$ cat config.mk
export PLATFORM = sky130hd
export DESIGN_NAME = fdsep_top
export DESIGN_NICKNAME = d
export VERILOG_FILES = /design/src/rtl/fdsep_pkg.sv /design/src/rtl/fdsep_sync.sv /design/src/rtl/fdsep_phase.sv /design/src/rtl/fdsep_cell.sv /design/src/rtl/fdsep_top.sv
export SDC_FILE = /design/constraint.sdc
export NUM_CORES = 1
export LEC_CHECK = 0
export BUFFER_PORTS_ARGS = -buffer_cell sky130_fd_sc_hd__buf_2
export CAP_MARGIN = 20
export CORE_AREA = 2 2 39 41
export DETAILED_ROUTE_END_ITERATION = 7
export DIE_AREA = 0 0 41 43
export SETUP_SLACK_MARGIN = 0.4
export SYNTH_ARGS = -nofsm -noshare
export SYNTH_HDL_FRONTEND = slang
export SYNTH_SLANG_ARGS = --single-unit
$ cat constraint.sdc
create_clock -name clk_i -period 1.5 [get_ports clk_i]
set_clock_uncertainty 0.1 [all_clocks]
set_input_delay 0.15 -clock clk_i [delete_from_list [all_inputs] [get_ports clk_i]]
set_output_delay 0.15 -clock clk_i [all_outputs]
set_load 0.005 [all_outputs]
$ cat src/rtl/fdsep_pkg.sv
package fdsep_pkg;
  localparam int unsigned DEF_SYNC_STAGES = 2;
  localparam int unsigned DEF_CELL_TICKS  = 16;

  typedef struct packed {
    logic strobe;
    logic data;
  } cell_evt_t;
endpackage

$ cat src/rtl/fdsep_sync.sv
module fdsep_sync #(
  parameter int unsigned STAGES = 2
) (
  input  logic clk_i,
  input  logic rst_ni,
  input  logic pulse_i,
  output logic edge_o
);
  logic [STAGES:0] chain_q;

  always_ff @(posedge clk_i or negedge rst_ni) begin
    if (!rst_ni) chain_q <= '0;
    else         chain_q <= {chain_q[STAGES-1:0], pulse_i};
  end

  // last stage is the delayed copy used for rising-edge detection
  assign edge_o = chain_q[STAGES-1] & ~chain_q[STAGES];
endmodule

$ cat src/rtl/fdsep_phase.sv
module fdsep_phase #(
  parameter int unsigned CELL_TICKS = 16
) (
  input  logic clk_i,
  input  logic rst_ni,
  input  logic edge_i,
  output logic wrap_o
);
  localparam int unsigned CNT_W = (CELL_TICKS > 2) ? $clog2(CELL_TICKS) : 1;
  localparam logic [CNT_W-1:0] LAST = CNT_W'(CELL_TICKS - 1);
  localparam logic [CNT_W-1:0] MID  = CNT_W'(CELL_TICKS / 2);

  logic [CNT_W-1:0] phase_q, phase_d;

  always_comb begin
    if (edge_i)              phase_d = MID;   // snap to mid-cell
    else if (phase_q == LAST) phase_d = '0;
    else                     phase_d = phase_q + 1'b1;
  end

  always_ff @(posedge clk_i or negedge rst_ni) begin
    if (!rst_ni) phase_q <= '0;
    else         phase_q <= phase_d;
  end

  assign wrap_o = (phase_q == LAST) && !edge_i;
endmodule

$ cat src/rtl/fdsep_cell.sv
module fdsep_cell
  import fdsep_pkg::*;
(
  input  logic      clk_i,
  input  logic      rst_ni,
  input  logic      edge_i,
  input  logic      wrap_i,
  output cell_evt_t evt_o
);
  logic pend_q;
  cell_evt_t evt_q;

  always_ff @(posedge clk_i or negedge rst_ni) begin
    if (!rst_ni) begin
      pend_q <= 1'b0;
      evt_q  <= '0;
    end else begin
      if (edge_i)      pend_q <= 1'b1;
      else if (wrap_i) pend_q <= 1'b0;
      evt_q.strobe <= wrap_i;
      if (wrap_i) evt_q.data <= pend_q;
    end
  end

  assign evt_o = evt_q;
endmodule

$ cat src/rtl/fdsep_top.sv
module fdsep_top
  import fdsep_pkg::*;
#(
  parameter int unsigned SYNC_STAGES = DEF_SYNC_STAGES,
  parameter int unsigned CELL_TICKS  = DEF_CELL_TICKS
) (
  input  logic clk_i,
  input  logic rst_ni,
  input  logic pulse_i,
  output logic data_o,
  output logic strobe_o
);
  logic      edge_w;
  logic      wrap_w;
  cell_evt_t evt_w;

  fdsep_sync #(.STAGES(SYNC_STAGES)) u_sync (
    .clk_i  (clk_i),
    .rst_ni (rst_ni),
    .pulse_i(pulse_i),
    .edge_o (edge_w)
  );

  fdsep_phase #(.CELL_TICKS(CELL_TICKS)) u_phase (
    .clk_i (clk_i),
    .rst_ni(rst_ni),
    .edge_i(edge_w),
    .wrap_o(wrap_w)
  );

  fdsep_cell u_cell (
    .clk_i (clk_i),
    .rst_ni(rst_ni),
    .edge_i(edge_w),
    .wrap_i(wrap_w),
    .evt_o (evt_w)
  );

  assign strobe_o = evt_w.strobe;
  assign data_o   = evt_w.data;
endmodule

==> results of run 1 <==
## timing repair
item / CTS / global route
setup endpoints to repair: 3 / 5
hold buffers: 2 / 0
resized for setup: 4 / 0
endpoints found under the hold margin: 11 / 0
buffers inserted: 4 / 2
pin swaps: 2 / 2
## final timing paths
path                                                      to                    startpoint  cells after the start
worst max-delay path             u_cell.evt_o[0]$_DFFE_PN0P_  u_phase.phase_q[1]$_DFF_PN0_                      4
worst min-delay path            u_phase.phase_q[1]$_DFF_PN0_                        rst_ni                      2
worst max register to register   u_cell.evt_o[0]$_DFFE_PN0P_  u_phase.phase_q[1]$_DFF_PN0_                      4
worst min register to register   u_sync.chain_q[1]$_DFF_PN0_   u_sync.chain_q[0]$_DFF_PN0_                      0
max in group asynchronous        u_cell.evt_o[0]$_DFFE_PN0P_                        rst_ni                      2
min in group clk_i               u_sync.chain_q[1]$_DFF_PN0_   u_sync.chain_q[0]$_DFF_PN0_                      0
## report_power, final
group          switching [W]  internal (W)  leakage, nW  total, W
Combinational       0.000113      0.000177        0.111  0.000291
Clock              0.0000797     0.0000920       0.0138  0.000172
Sequential         0.0000726      0.000345        0.116  0.000417
## cell type report
| cell class | count | area, um^2 |
|---|---|---|
| clock buffer | 3 | 22.5 |
| fill | 132 | 851 |
| inverter | 1 | 3.75 |
| multi-input combinational | 16 | 151 |
| sequential | 10 | 250 |
| tap | 16 | 20.0 |
| timing repair buffer | 12 | 85.1 |
## flip-flops by register name, summed over array words and instances (netlist names)
name,cells
u_phase.phase_q,4
u_sync.chain_q,3
u_cell.evt_o,2
u_cell.pend_q,1
## cells in the final DEF (no fill, tap or decap), drive strengths merged, types with 2 or more instances in the layout
cell         Yosys  final
buf              0     10
clkbuf           0      3
dfrtp           10     10
dlygate4sd3      0      2
nand2            3      3
nor2             2      2
## routing by layer
metal	share of wire [%]	GRT usage, %	up-vias
met5	0	0	-
met4	0	6.00	0
met3	4.1	4.71	0
met2	53	17.2	6
met1	43	12.6	122
li1	-	-	119
## cell families (layout without fill, tap and decap cells)
family,Yosys count,in the layout,synth area share [%]
AOI/OAI and AO/OA,3,3,4.92
muxes,1,1,3.93
xor gates and xnor gates,1,1,2.30
and+or+nand+nor,10,10,19.0
adders and majority gates,1,1,3.28
DFF,10,10,65.6
buffers and inverters,1,16,0.983
## per-stage QoR
| stage | cell area [um^2] | setup slack (ns) |
|---|---|---|
| 2_1_floorplan | 384 | 0.231 |
| 3_3_place_gp | 424 | 0.186 |
| 3_5_place_dp | 424 | 0.161 |
| 4_1_cts | 518 | 0.239 |
| 5_1_grt | 533 | 0.213 |
| 6_report | 533 | 0.230 |
==> reports/results.txt, run 1 <==
Async SR Flop Fraction = 100%
I/O Pins = 5
Placed Cells incl. Taps = 47
Yosys reg bits = 10
Total power = 0.000879 W
GPL Wtd Cong = 0.687
Post-Route WL = 703 um
Avg WL per Cell = 12.1 um
Total GRT Usage = 11.2%
Via count = 247
Vias in the first global route = 295
CTS tree = done
Setup CP Type = reg -> reg
Worst-Margin Slew = 0.223 ns
Largest delay share family, worst path = flip-flops
Htree depth = 1
Static Leak = 0.241 nW
Setup TNS = 0 ns
Final period util = 84.7%
Critical Path AT = 1.31 ns
Layout cells sized above 1 = 47.6%
Pwr dens = 1650 nW/um^2
Status = finished clean
DR DRC count = 0
Rows = 14
Final hold slack = 0.178 ns
GRT overflow = 0
Yosys warns = 0
Critical path's largest stage delay = 0.40 ns
Clock Path Buffers = 2
Area leader, netlist = dfrtp_1
Worst Path Required = 1.54 ns
Worst Hold Class = in -> async
Total CTS buffers = 3
Core area = 1380 um^2
RSZ-0062 raised after global routing = true
Largest net degree at the start of global routing = 11
Initial DRC count = 0
Yosys cell types = 16
Full die area = 1760 um^2
Slew margin rel. = 84.9%
CP Buf/Inv Count = 0
Area Overhead vs Synth = 39.7%
Final nets = 48
Max Cap Viol = 0
Mapped Area = 382 um^2
Post-route insts no fill = 58
Initial Utilization = 27.6%
Placed wire-length estimate = 442 um
Worst vdd ir = 0.667 mV
Post-synth top cells = dfrtp_1, nand2_1
Ant. Diodes = 0
DIE HEIGHT = 43 um
Max Slew Vio Count = 0
Vias per cell = 4.26
Worst path slowest cell = dfrtp_1
Highest fanout seen on the critical path = 2
Synth Instances = 27
Syn_area_per_cell = 14.1 um^2
First-pass GRT wire length = 1240 um
Synth Flop Type = dfrtp_1
Worst-Skew Late Latency = 0.25 ns
Fmax = 787 MHz
Reg2reg setup slack = 0.23 ns
Syn_nets = 31
Detailed Routing Iterations Pass 1 = 1
Synth top area share = 65.6%
Clk root buf = clkbuf_4
Post-synthesis sequential area ratio = 65.6%
Final hold vios = 0
Initial antenna violation count = 0
Worst-path cell chain = ha_4, nand3_4, nor2_4, mux2_4
PortBufs = 4
Antenna-violating nets left = 0
Cell with the most instances after synthesis = dfrtp_1
Chip Width = 41 um
Count of flip-flops with a built-in enable after synthesis = 0
Clock sinks = 10
Top post-synthesis cells by area = dfrtp_1, mux2_4, nor2b_4
Final setup viols = 0
Post-Route Utilization = 38.5%
Worst Setup End Kind = flop
Clock transition at path regs = 0.06 ns
Worst Setup Start Kind = flop
Post-layout minimum cycle time = 1.27 ns
No activity file was read; power rests on OpenSTA's default activity.
==> run 2: changes to the inputs <==
- clock period: 1.5 -> 1.08 ns (I/O delays scaled with it)
==> reports/results.txt, run 2 (synthesis gave the netlist of run 1 again) <==
Initial Utilization = 27.6% (unchanged)
Placed cell area = 469 um^2 (+11%)
Clk pwr share = 24.1% (+4.6 points)
Fill cells = 138 (+4.5%)
I/O Pins = 5 (unchanged)
Slew margin rel. = 82.7% (-2.1 points)
Antenna-violating nets left = 0 (unchanged)
Worst-Margin Slew = 0.255 ns (+0.0316 ns)
Via count = 269 (+8.9%)
Full die area = 1760 um^2 (unchanged)
Routed wl met3 = 21 um (-28%)
Most frequent cells in the layout = buf_4, dfrtp_1, buf_2
Largest net degree at the start of global routing = 11 (unchanged)
Final instance area = 594 um^2 (+12%)
Worst Path Required = 1.13 ns (-0.41 ns)
GPL Wtd Cong = 0.750 (+9.2%)
Setup CP Type = reg -> reg
Initial DRC count = 3 (+3)
Max Cap Viol = 0 (unchanged)
Clock transition at path regs = 0.07 ns (about the same)
Pwr dens = 2410 nW/um^2 (+46%)
Final nets = 52 (+8.3%)
Seq pwr share = 39.7% (-7.7 points)
Avg WL per Cell = 12.6 um (+3.7%)
Total GRT Usage = 10.5% (-0.70 points)
Final hold vios = 0 (unchanged)
Met1 Routed Length = 353 um (+17%)
Largest register by flop count = u_phase.phase_q
Worst-Skew Late Latency = 0.27 ns (+0.02 ns)
Max layer used = met3
Net Sw Frac = 29.7% (-0.45 points)
Clock Path Buffers = 2 (unchanged)
Static Leak = 0.279 nW (+16%)
Worst Setup Start Kind = flop
RSZ-0062 raised after global routing = true
Max Slew Vio Count = 0 (unchanged)
Worst Setup End Kind = flop
CTS tree = done
DIE HEIGHT = 43 um (unchanged)
Detailed Routing Iterations Pass 1 = 2 (+1)
Post-Route WL = 792 um (+13%)
Area Overhead vs Synth = 55.7%
Ant. Diodes = 0 (unchanged)
Vias per cell = 4.27 (+0.26%)
Clk root buf = clkbuf_4
Critical Path AT = 1.30 ns (about the same)
DR DRC count = 0 (unchanged)
Worst Hold Class = in -> async
First-pass GRT wire length = 1160 um (-6.2%)
GRT overflow = 0 (unchanged)
Final setup viols = 5 (+5)
Power share of the combinational group = 36.2% (+3.2 points)
Fmax = 800 MHz (+1.6%)
Rows = 14 (unchanged)
Pint = 0.00101 W (+64%)
Layout cells sized above 1 = 59.6% (+12 points)
Status = finished with violations
Largest register FFs = 4 (unchanged)
Core area = 1380 um^2 (unchanged)
Post-layout minimum cycle time = 1.25 ns (-0.0202 ns)
Setup ws final = -0.170 ns (-0.400 ns)
Chip Width = 41 um (unchanged)
Post-Route Utilization = 42.9% (+4.4 points)
Violated checks = negative setup slack
PortBufs = 4 (unchanged)
Final period util = 116% (+31 points)
Routed wl met2 = 416 um (+12%)
Highest fanout seen on the critical path = 2 (unchanged)
Clock sinks = 10 (unchanged)
Area of the multi-input gates = 169 um^2 (+12%)
Worst vdd ir = 1.02 mV (+53%)
P_sw = 0.000426 W (+61%)
FF/Latch Area = 250 um^2 (unchanged)
Htree depth = 1 (unchanged)
Total CTS buffers = 3 (unchanged)
Initial antenna violation count = 0 (unchanged)
Vias in the first global route = 272 (-7.8%)
run 2: cell count changes in the layout (fill, tap and decap cells not counted), sizes merged:
cell	previous run	this run
clkbuf	3	4
buf	10	14
run 2: worst max-delay path, stage by stage (launching register included):
cell	delay [ns]
dfrtp_1	0.39
ha_4	0.16
nand3_4	0.07
nor2_4	0.10
mux2_4	0.31
run 2: power by group through the flow:
stage	combinational (W)	sequential, W	clock (W)
final	0.000519	0.000569	0.000346
after CTS	0.000453	0.000566	0.000352
after global routing	0.000562	0.000578	0.000383
after detailed placement	0.000376	0.000551	0
after global placement	0.000356	0.000540	0
after floorplan	0.000183	0.000553	0
run 2: area by class of cell:
cell class | count | share of cell area, %
Clock buffer | 4 | 6.11
Inverter | 1 | 0.632
Multi-Input combinational cell | 16 | 28.4
Sequential cell | 10 | 42.1
Tap cell | 16 | 3.37
Timing Repair Buffer | 16 | 19.4
run 2: worst paths after layout:
check / start / endpoint / slack (ns) / depth (start not counted)
worst max-delay path: u_phase.phase_q[0]$_DFF_PN0_ / u_cell.evt_o[0]$_DFFE_PN0P_ / -0.17 / 4
worst max register to register: u_phase.phase_q[0]$_DFF_PN0_ / u_cell.evt_o[0]$_DFFE_PN0P_ / -0.17 / 4
max in group asynchronous: rst_ni / u_phase.phase_q[2]$_DFF_PN0_ / 0.56 / 2
worst min-delay path: rst_ni / u_sync.chain_q[2]$_DFF_PN0_ / 0.13 / 2
min in group clk_i: u_sync.chain_q[0]$_DFF_PN0_ / u_sync.chain_q[1]$_DFF_PN0_ / 0.26 / 0
worst min register to register: u_sync.chain_q[0]$_DFF_PN0_ / u_sync.chain_q[1]$_DFF_PN0_ / 0.26 / 0
run 2: what timing repair did:
item                                   CTS  global route
setup endpoints to repair               10            10
resized for setup                        5             1
pin swaps                                3             0
endpoints found under the hold margin   11             1
hold buffers                             1             1
setup buffers                            2             2
run 2: metal layers:
metal  track usage (%)  vias up
met5                 0        -
met4              10.0        0
met3              3.14        0
met2              12.8        4
met1              14.0      134
li1                  -      131
run 2: through the flow:
step	setup slack (ns)	power [W]	TNS [ns]	instances	hold slack, ns
detailed placement	-0.213	0.000927	-0.405	53	-0.121
floorplan	-0.188	0.000736	-0.196	27	-0.288
finish	-0.170	0.00143	-0.490	63	0.130
global placement	-0.162	0.000895	-0.211	53	-0.130
global route	-0.192	0.00152	-0.644	63	0.140
CTS	-0.166	0.00137	-0.403	60	-0.158
